--- src/rtl/cnt_pkg.sv ---
`timescale 1ns/1ps
package cnt_pkg;

    typedef enum logic {
        MODE_BINARY = 1'b0,
        MODE_DECADE = 1'b1
    } count_mode_e;

    localparam int DIGIT_W = 4;

    typedef logic [DIGIT_W-1:0] digit_t;

    typedef struct packed {
        logic clear;
        logic advance;
    } step_ctrl_t;

    function automatic digit_t terminal_of(count_mode_e m);
        return (m == MODE_DECADE) ? digit_t'(9) : '1;
    endfunction

endpackage

--- src/rtl/cnt_ctrl.sv ---
`timescale 1ns/1ps
module cnt_ctrl
    import cnt_pkg::*;
(
    input  logic       rst,
    input  logic       clr_n,
    input  logic       en_par,
    input  logic       en_chain,
    output step_ctrl_t ctrl
);
    always_comb begin
        ctrl.clear   = rst | ~clr_n;
        ctrl.advance = en_par & en_chain;
    end
endmodule

--- src/rtl/cnt_toggle_gen.sv ---
`timescale 1ns/1ps
module cnt_toggle_gen
    import cnt_pkg::*;
#(
    parameter count_mode_e MODE = MODE_BINARY
) (
    input  digit_t q,
    output digit_t tog
);
    localparam digit_t TERM = terminal_of(MODE);

    digit_t low_ones;

    for (genvar i = 0; i < DIGIT_W; i++) begin : g_low
        if (i == 0) begin : g_lsb
            assign low_ones[i] = 1'b1;
        end else begin : g_upper
            assign low_ones[i] = &q[i-1:0];
        end
    end

    if (MODE == MODE_DECADE) begin : g_decade
        // at 9, flip exactly the bits that are set so the digit lands on 0
        assign tog = (q == TERM) ? q : low_ones;
    end else begin : g_binary
        assign tog = low_ones;
    end
endmodule

--- src/rtl/cnt_tff_bank.sv ---
`timescale 1ns/1ps
module cnt_tff_bank
    import cnt_pkg::*;
(
    input  logic       clk,
    input  step_ctrl_t ctrl,
    input  digit_t     tog,
    output digit_t     q
);
    for (genvar i = 0; i < DIGIT_W; i++) begin : g_stage
        logic bit_q;
        always_ff @(posedge clk) begin
            if (ctrl.clear) begin
                bit_q <= 1'b0;
            end else if (ctrl.advance && tog[i]) begin
                bit_q <= ~bit_q;
            end
        end
        assign q[i] = bit_q;
    end
endmodule

--- src/rtl/cnt_term_detect.sv ---
`timescale 1ns/1ps
module cnt_term_detect
    import cnt_pkg::*;
#(
    parameter count_mode_e MODE = MODE_BINARY
) (
    input  digit_t q,
    input  logic   en_chain,
    output logic   carry
);
    logic at_term;

    if (MODE == MODE_DECADE) begin : g_decade
        // only 0..9 are reachable, so bits 3 and 0 alone identify 9
        assign at_term = q[3] & q[0];
    end else begin : g_binary
        assign at_term = &q;
    end

    assign carry = en_chain & at_term;
endmodule

--- src/rtl/cascade_counter.sv ---
`timescale 1ns/1ps
module cascade_counter
    import cnt_pkg::*;
#(
    parameter count_mode_e MODE = MODE_BINARY
) (
    input  logic               clk,
    input  logic               rst,
    input  logic               clr_n,
    input  logic               en_par,
    input  logic               en_chain,
    output logic [DIGIT_W-1:0] count,
    output logic               carry_out
);
    step_ctrl_t ctrl;
    digit_t     q;
    digit_t     tog;

    cnt_ctrl u_ctrl (
        .rst      (rst),
        .clr_n    (clr_n),
        .en_par   (en_par),
        .en_chain (en_chain),
        .ctrl     (ctrl)
    );

    cnt_toggle_gen #(.MODE(MODE)) u_tog (
        .q   (q),
        .tog (tog)
    );

    cnt_tff_bank u_bank (
        .clk  (clk),
        .ctrl (ctrl),
        .tog  (tog),
        .q    (q)
    );

    cnt_term_detect #(.MODE(MODE)) u_term (
        .q        (q),
        .en_chain (en_chain),
        .carry    (carry_out)
    );

    assign count = q;
endmodule

--- config.mk ---
export PLATFORM = sky130hd
export DESIGN_NAME = cascade_counter
export DESIGN_NICKNAME = d
export VERILOG_FILES = /design/src/rtl/cnt_pkg.sv /design/src/rtl/cnt_ctrl.sv /design/src/rtl/cnt_toggle_gen.sv /design/src/rtl/cnt_tff_bank.sv /design/src/rtl/cnt_term_detect.sv /design/src/rtl/cascade_counter.sv
export SDC_FILE = /design/constraint.sdc
export NUM_CORES = 1
export LEC_CHECK = 0
export BUFFER_PORTS_ARGS = -buffer_cell sky130_fd_sc_hd__buf_4
export CAP_MARGIN = 30
export CORE_AREA = 4 4 41 43
export DETAILED_ROUTE_END_ITERATION = 12
export DIE_AREA = 0 0 45 47
export PLACE_DENSITY = 0.41
export REMOVE_ABC_BUFFERS = 1
export SYNTH_ARGS = -nofsm -noshare
export SYNTH_HDL_FRONTEND = slang
export SYNTH_HIERARCHICAL = 1
export SYNTH_SLANG_ARGS = --single-unit
--- constraint.sdc ---
create_clock -name clk -period 2.6 [get_ports clk]
set_input_delay 0.39 -clock clk [delete_from_list [all_inputs] [get_ports clk]]
set_output_delay 0.39 -clock clk [all_outputs]
set_load 0.01 [all_outputs]
Yosys cells after proc, flatten, opt, wreduce, memory -nomap -nowiden
Index checks and enable logic that the tools add are counted.
{"block": "op_classes", "bitwise_logic": 8, "n_reduce_logical": 6}
{"op": "1-bit NOT", "n": 5}
{"op": "4-bit AND reduction", "n": 1}
{"op": "1-bit logical AND", "n": 3}
{"op": "3-bit AND reduction", "n": 1}
{"op": "1-bit AND", "n": 2}
{"op": "2-bit AND reduction", "n": 1}
{"op": "1-bit bitwise OR", "n": 1}
{"block": "totals", "regBits": 4, "out_inout_bits": 5, "word_cells": 18}

Depth between registers and ports, before layout
Gate-level depths: netlist (run 1).
{"block": "logic_depth", "ltp_word": 2, "mapped_depth": 4}

Cells and area by module
The synthesis (run 1) kept the hierarchy.
{"module": "cnt_tff_bank", "instances": 1, "cells_each": 21, "area_per_inst_um2": 215.2, "seq_area_each_um2": 80.1}
{"module": "cnt_toggle_gen", "instances": 1, "cells_each": 5, "area_per_inst_um2": 31.3, "seq_area_each_um2": 0.0}
{"module": "cnt_ctrl", "instances": 1, "cells_each": 2, "area_per_inst_um2": 12.5, "seq_area_each_um2": 0.0}
{"module": "cnt_term_detect", "instances": 1, "cells_each": 3, "area_per_inst_um2": 12.5, "seq_area_each_um2": 0.0}

Least setup slack after synthesis (run 1)
OpenSTA, ideal clock, no wires.
{"block": "synth_path", "kind": "reg2out", "start": "register u_bank.g_stage[0].bit_q", "end": "output carry_out", "arrival_ns": 0.675, "slack_ns": 1.535, "stages_incl_launch_ff": 4, "n_path_buf": 1, "cell_sequence": "dfxtp_1 buf_4 nand3_1 nor2_1"}
{"block": "synth_between", "elab_chain_len": 2}
{"item": "start, declared", "line": "cnt_tff_bank.sv:11", "text": "logic bit_q;"}
{"item": "start signal, assigned", "line": "cnt_tff_bank.sv:16", "text": "bit_q <= ~bit_q;"}
{"item": "4-bit AND reduction", "line": "cnt_term_detect.sv:17", "text": "assign at_term = &q;"}
{"item": "1-bit AND", "line": "cnt_term_detect.sv:20", "text": "assign carry = en_chain & at_term;"}
{"item": "end, declared", "line": "cascade_counter.sv:13", "text": "output logic carry_out"}
Every way passes these cells.

Worst setup path after layout (run 1)
Ends and elaborated chain as after synthesis.

==> results by group, run 1 <==
Route
  – Via-per-instance ratio: 4.196
  – Top Metal Used: met3
  – DR iter-0 viols: 4
  – Wire length per cell: 10.33 um
  – WL met3: 36 um
  – Antenna viol nets, final: 0
  – Met2 WL: 260 um
  – TritonRoute pass-1 iters: 3
  – DRC: 0
  – Met1 Routed Length: 230 um
  – DR vias: 214
  – Final WL: 527 um

Yosys
  – Post-synth EDFFs: 0
  – Netlist cell types: 14
  – Mapped Cells: 31
  – Post-synth top area cell: dfxtp_1
  – Yosys warns: 6
  – Ys flop type: dfxtp_1
  – Most frequent cell after synthesis: buf_4
  – Synth top area cells: dfxtp_1 (29%), buf_4 (17%), a21bo_1 (15%)
  – Synth Register Bits: 4
  – Seq/Total Area, Yosys: 29.49%
  – Yosys top cell area share: 29.49%
  – Synth top cells by count: buf_4 (6), a21bo_1 (4), dfxtp_1 (4), nand3b_1 (4), a21oi_1 (3)
  – Async SR Flop Fraction: 0%
  – Synth Area per Inst: 8.758 um2
  – Cell Area, Synth: 271.5 um2

Outcome
  – Status: complete, no violations

Power
  – Pint: 0.0001196 W
  – Total Power: 0.0001512 W
  – VDD IR max: 0.1748 mV
  – Clock share of power: 51.3%
  – Power per cell area: 466.5 nW/um2
  – Net Sw Power: 0.00003154 W
  – Seq pwr share: 41.5%
  – Sw Ratio: 20.86%
  – Leak pwr: 0.1309 nW
  – Combinational fraction of design power: 7.2%

Cells and area
  – Share of cells above drive strength 1: 36.11%
  – Area grow syn2layout: 19.36%
  – Final non-filler cell total: 51
  – Flip-flop count of the largest register after layout: 4
  – Final #Nets: 43
  – Ant. Diodes: 0
  – Largest registers: u_bank/g_stage.bit_q: 4 flops
  – Top reg by flops: u_bank/g_stage.bit_q

Worst setup path
  – CP endpoint kind: primary output
  – CP required: 2210 ps
  – CP Max Fanout: 8
  – Setup Crit Path Kind: flop to primary output
  – Startpoint Class: flop
  – CP Data Arrival Time: 990 ps

Clock network
  – Clk buf depth: 2
  – Sink Count: 4
  – CTS tree: built
  – H-tree depth: 1
  – Root Buffer: clkbuf_4
  – PostCTS Resize Cnt: 0
  – Num CTS Buffers: 3
  – CTS Hold Buffers Added: 0
  – Clock Latency Late Sink: 240 ps
  – Clock slew at reported path FFs: 40 ps
  – Post-CTS Setup Bufs: 0

Placed design
  – Routability cong.: 0.6456
  – Placed Cells: 48
  – Input/output buffers: 9

Die
  – Die Y: 47 um
  – DIE AREA: 2115 um2
  – Rows: 13
  – Die W: 45 um
  – Num ports: 10
  – Starting Density: 20.87%
  – Core Area: 1301 um2

GRT
  – Vias in the first global route: 191
  – GRT overflow: 0
  – Antenna violations before repair: 0
  – Pin count of the biggest net entering global routing: 9
  – First-pass GRT wire length: 779 um
  – Tot GR Track Use: 5.455%

STA
  – Final Max Slew Viols: 0
  – RSZ-0062 raised after global routing: no
  – Final hold vios: 0
  – Maximum operating frequency: 722.5 MHz
  – TNS Setup: 0 ps
  – Final setup viols: 0
  – Final min period: 1384 ps
  – Tcrit/Tclk final: 53.23%
  – Skew final: 4.318 ps

Run
  – Max Cap Violations: 0

Worst hold path
  – Worst hold path class: primary input to flop
[metal layers]
| metal | track usage (%) | up-vias |
|---|---|---|
| met3 | 2.299 | 0 |
| li1 | - | 109 |
| met4 | 5.263 | 0 |
| met1 | 5.695 | 98 |
| met2 | 8.192 | 7 |
| met5 | 0 | - |
[stage by stage]
stage          util, %  worst slack, ps  hold WS, ps  area (um2)
2_1_floorplan        -             1511        564.8       215.2
3_3_place_gp     23.17             1445        556.5       301.5
3_5_place_dp     23.17             1433        574.1       301.5
4_1_cts          24.90             1195        517.9       324.1
5_1_grt          24.90             1146        517.5       324.1
6_report         24.90             1216        523.1       324.1
[critical path, stage by stage (launching register included)]
cell	delay (ps)
dfxtp_1	430
nand3_1	100
nor2_1	100
buf_4	130
[power groups by stage]
stage | clock network (W) | logic [W] | registers, W
floorplan | 0 | 0.00000448 | 0.0000638
global placement | 0 | 0.0000106 | 0.0000637
detailed placement | 0 | 0.0000109 | 0.0000637
CTS | 0.0000804 | 0.0000110 | 0.0000628
global route | 0.0000851 | 0.0000119 | 0.0000628
finish | 0.0000775 | 0.0000109 | 0.0000628
[layout make-up]
class,count,area [um2]
fillers,153,977.2
multi-input cells,20,135.1
flip-flops and latches,4,80.08
repair buffers,9,67.56
clock buffers,3,22.52
well taps,15,18.77
[placed cells by master (no fill, tap or decap)]
cell,instances
nand2_1,1
a21bo_1,4
conb_1,1
nor2_1,1
and2_1,2
dfxtp_1,4
nand3_1,1
clkbuf_4,3
nand3b_1,4
a21oi_2,1
nand2b_1,1
and3_1,1
a21oi_1,3
buf_4,9
[logic make-up after synthesis]
kind of cell,count (synthesis),share of synthesized area (%)
buf+inv,7,20.74
flops,4,29.49
simple gates,11,24.88
other cells,1,1.381
compound gates,8,23.50
[path summary, 6_finish.rpt]
path                                         startpoint                      end  slack [ps]  cells past startpoint
worst max-delay path            u_bank/g_stage[0].bit_q                carry_out        1220                      3
worst min-delay path                                rst  u_bank/g_stage[0].bit_q         520                      3
worst max register to register  u_bank/g_stage[0].bit_q  u_bank/g_stage[3].bit_q        1650                      3
worst min register to register  u_bank/g_stage[0].bit_q  u_bank/g_stage[1].bit_q         580                      2
Power figures use the tool's default switching activity.
==> inputs of run 2 (changes only) <==
- PLACE_DENSITY: 0.41 -> 0.42
- clock period: 2.6 -> 1.1 ns (I/O delays scaled with it)
==> run 2 against run 1 <==
Combinational power rose by 140%. Power increased by 140%. Cell area up 3.9%. Critical path depth unchanged. Count of clock-buffer cells in the layout unchanged. Non-clock buffer count stayed put. Routed wire length rose by 1.9%. Sequential share of layout area grew 1.3 points. Clock skew shrank 3.8 ps.
==> results by group, run 2 (same netlist as run 1, synthesis figures left out) <==
Outcome
  – Status: complete, no violations

STA
  – Final Max Slew Viols: 0 (unchanged)
  – Final hold vios: 0 (unchanged)
  – Skew final: 0.5293 ps (-3.789 ps)
  – Maximum operating frequency: 951.4 MHz
  – Final hold slack: 298.4 ps (-224.7 ps)
  – Tcrit/Tclk final: 95.55%
  – Final setup viols: 0 (unchanged)
  – RSZ-0062 raised after global routing: yes
  – Final min period: 1051 ps
  – TNS Setup: 0 ps (unchanged)

Worst hold path
  – Hold path depth: 3 (unchanged)
  – Worst hold start: clr_n
  – Worst Hold Path EP: u_bank/g_stage[0].bit_q
  – Worst hold path class: primary input to flop

Power
  – Seq pwr share: 41.1% (-0.4 points)
  – Net Sw Power: 0.00007602 W (+140%)
  – Combinational fraction of design power: 7.3% (about the same)
  – Power per cell area: 1061 nW/um2 (+130%)
  – Sw Ratio: 21.29% (+0.43 points)
  – Leak pwr: 0.1332 nW (+1.8%)
  – VDD IR max: 0.4308 mV (+150%)
  – Clock share of power: 51.6% (+0.3 points)
  – Pint: 0.0002810 W (+130%)

Die
  – Die Y: 47 um (unchanged)
  – Rows: 13 (unchanged)
  – DIE AREA: 2115 um2 (unchanged)
  – Core Area: 1301 um2 (unchanged)
  – Starting Density: 20.87% (unchanged)
  – Die W: 45 um (unchanged)
  – Num ports: 10 (unchanged)

Worst setup path
  – Worst path max stage delay: 370 ps (-60 ps)
  – Ordered cell list for the critical path: nand3_2, nor2_1, buf_4
  – Reg2reg setup slack: 180 ps (-1470 ps)
  – Setup Crit Path Kind: flop to primary output
  – Slowest stage cell, crit path: dfxtp_4
  – CP required: 940 ps (-1270 ps)
  – CP Data Arrival Time: 890 ps (-100 ps)
  – R2R cell count: 3 (unchanged)
  – CP endpoint kind: primary output
  – Crit Reg-Reg Endpoint: u_bank/g_stage[2].bit_q
  – Reg2reg start: u_bank/g_stage[0].bit_q
  – Startpoint Class: flop
  – CP Max Fanout: 8 (unchanged)

Cells and area
  – Flip-flop count of the largest register after layout: 4 (unchanged)
  – Commonest non-fill, non-tap cells in the layout: buf_4 (9), a21bo_1 (4), nand3b_1 (4)
  – Fillcell total: 150 (-2.0%)
  – Post-layout instance area: 336.6 um2 (+3.9%)
  – Commonest non-fill, non-tap cell in the layout: buf_4
  – Area grow syn2layout: 23.96%
  – Ant. Diodes: 0 (unchanged)
  – Share of cells above drive strength 1: 50.00% (+14 points)
  – Final non-filler cell total: 51 (unchanged)
  – Final #Nets: 43 (unchanged)
  – Largest registers: u_bank/g_stage.bit_q: 4 flops
  – Final Util: 25.87% (+0.96 points)
  – Top reg by flops: u_bank/g_stage.bit_q

GRT
  – Tot GR Track Use: 6.951% (+1.5 points)
  – First-pass GRT wire length: 1.000 mm (+28%)
  – GRT overflow: 0 (unchanged)
  – Pin count of the biggest net entering global routing: 9 (unchanged)
  – Vias in the first global route: 240 (+26%)
  – Antenna violations before repair: 0 (unchanged)

Placed design
  – Placed Cells: 48 (unchanged)
  – Input/output buffers: 9 (unchanged)
  – Routability cong.: 0.6065 (-6.1%)
  – DP HPWL: 403.6 um
  – Area after DPL: 301.5 um2 (unchanged)

Route
  – DR iter-0 viols: 0 (-4)
  – DRC: 0 (unchanged)
  – TritonRoute pass-1 iters: 1 (-2)
  – Antenna viol nets, final: 0 (unchanged)
  – Via-per-instance ratio: 4.157 (-0.93%)
  – DR vias: 212 (-0.93%)
  – Final WL: 537 um (+1.9%)
  – Wire length per cell: 10.53 um (+1.9%)

Clock network
  – Clock Latency Late Sink: 230 ps (about the same)
  – CTS tree: built
  – Sink Count: 4 (unchanged)
  – H-tree depth: 1 (unchanged)
  – Post-CTS Setup Bufs: 0 (unchanged)
  – Num CTS Buffers: 3 (unchanged)
  – CTS Hold Buffers Added: 0 (unchanged)
  – Root Buffer: clkbuf_4
  – Clk buf depth: 2 (unchanged)
  – Clock slew at reported path FFs: 40 ps (about the same)

Run
  – Max Cap Violations: 0 (unchanged)
run 2: cell types whose count changed in the layout (fill, tap and decap cells not counted):
cell     delta
dfxtp_4     +1
dfxtp_1     -4
dfxtp_2     +3
nand3_1     -1
nand3_2     +1
run 2: metal layers:
metal,GRT usage (%),routed length (um),up-vias
met5,0,0,-
met4,5.263,0,0
li1,-,-,109
met3,3.831,47,0
met1,7.500,221,96
met2,10.17,268,7
run 2: how the worst max path moves through the flow:
| stage | start | end | slack, ps | cells past startpoint |
|---|---|---|---|---|
| 2_1_floorplan | u_bank/g_stage[0].bit_q | u_bank/g_stage[3].bit_q | 200 | 3 |
| 3_3_place_gp | u_bank/g_stage[0].bit_q | u_bank/g_stage[3].bit_q | 190 | 3 |
| 6_report | u_bank/g_stage[0].bit_q | carry_out | 50 | 3 |
| 5_1_grt | u_bank/g_stage[0].bit_q | carry_out | -20 | 3 |
| 3_5_place_dp | u_bank/g_stage[0].bit_q | u_bank/g_stage[3].bit_q | 140 | 3 |
| 4_1_cts | u_bank/g_stage[1].bit_q | carry_out | 0.8 | 3 |
run 2: worst max-delay path, delay by kind of cell, from the launching register on:
family                 cells  cell delay (ps)
DFF                        1              370
buffers and inverters      1              120
and+or+nand+nor            2              150
run 2: area by class of cell:
class / instances / area [um2] / share of cell area, %
clock buffer: 3 / 22.52 / 6.691
multi-input combinational: 20 / 140.1 / 41.64
sequential: 4 / 87.58 / 26.02
tap: 15 / 18.77 / 5.576
timing repair buffer: 9 / 67.56 / 20.07
run 2: through the flow:
stage	setup slack [ps]	total power [W]
after floorplan	203.7	0.0001613
after global placement	188.0	0.0001752
after detailed placement	144.2	0.0001765
after CTS	0.7664	0.0003718
after global routing	-21.89	0.0003817
final	48.97	0.0003570
run 2: timing repair:
action,4_1_cts,5_1_grt
setup endpoints to repair,1,1
resized for setup,1,5
pin swaps,0,0
gates cloned,0,0
run 2: power groups by stage:
stage	clock network, W	logic, W	registers, W
final	0.000184	0.0000261	0.000147
after global routing	0.000206	0.0000294	0.000147
after CTS	0.000197	0.0000258	0.000148
after detailed placement	0	0.0000258	0.000151
after global placement	0	0.0000245	0.000151
after floorplan	0	0.0000106	0.000151
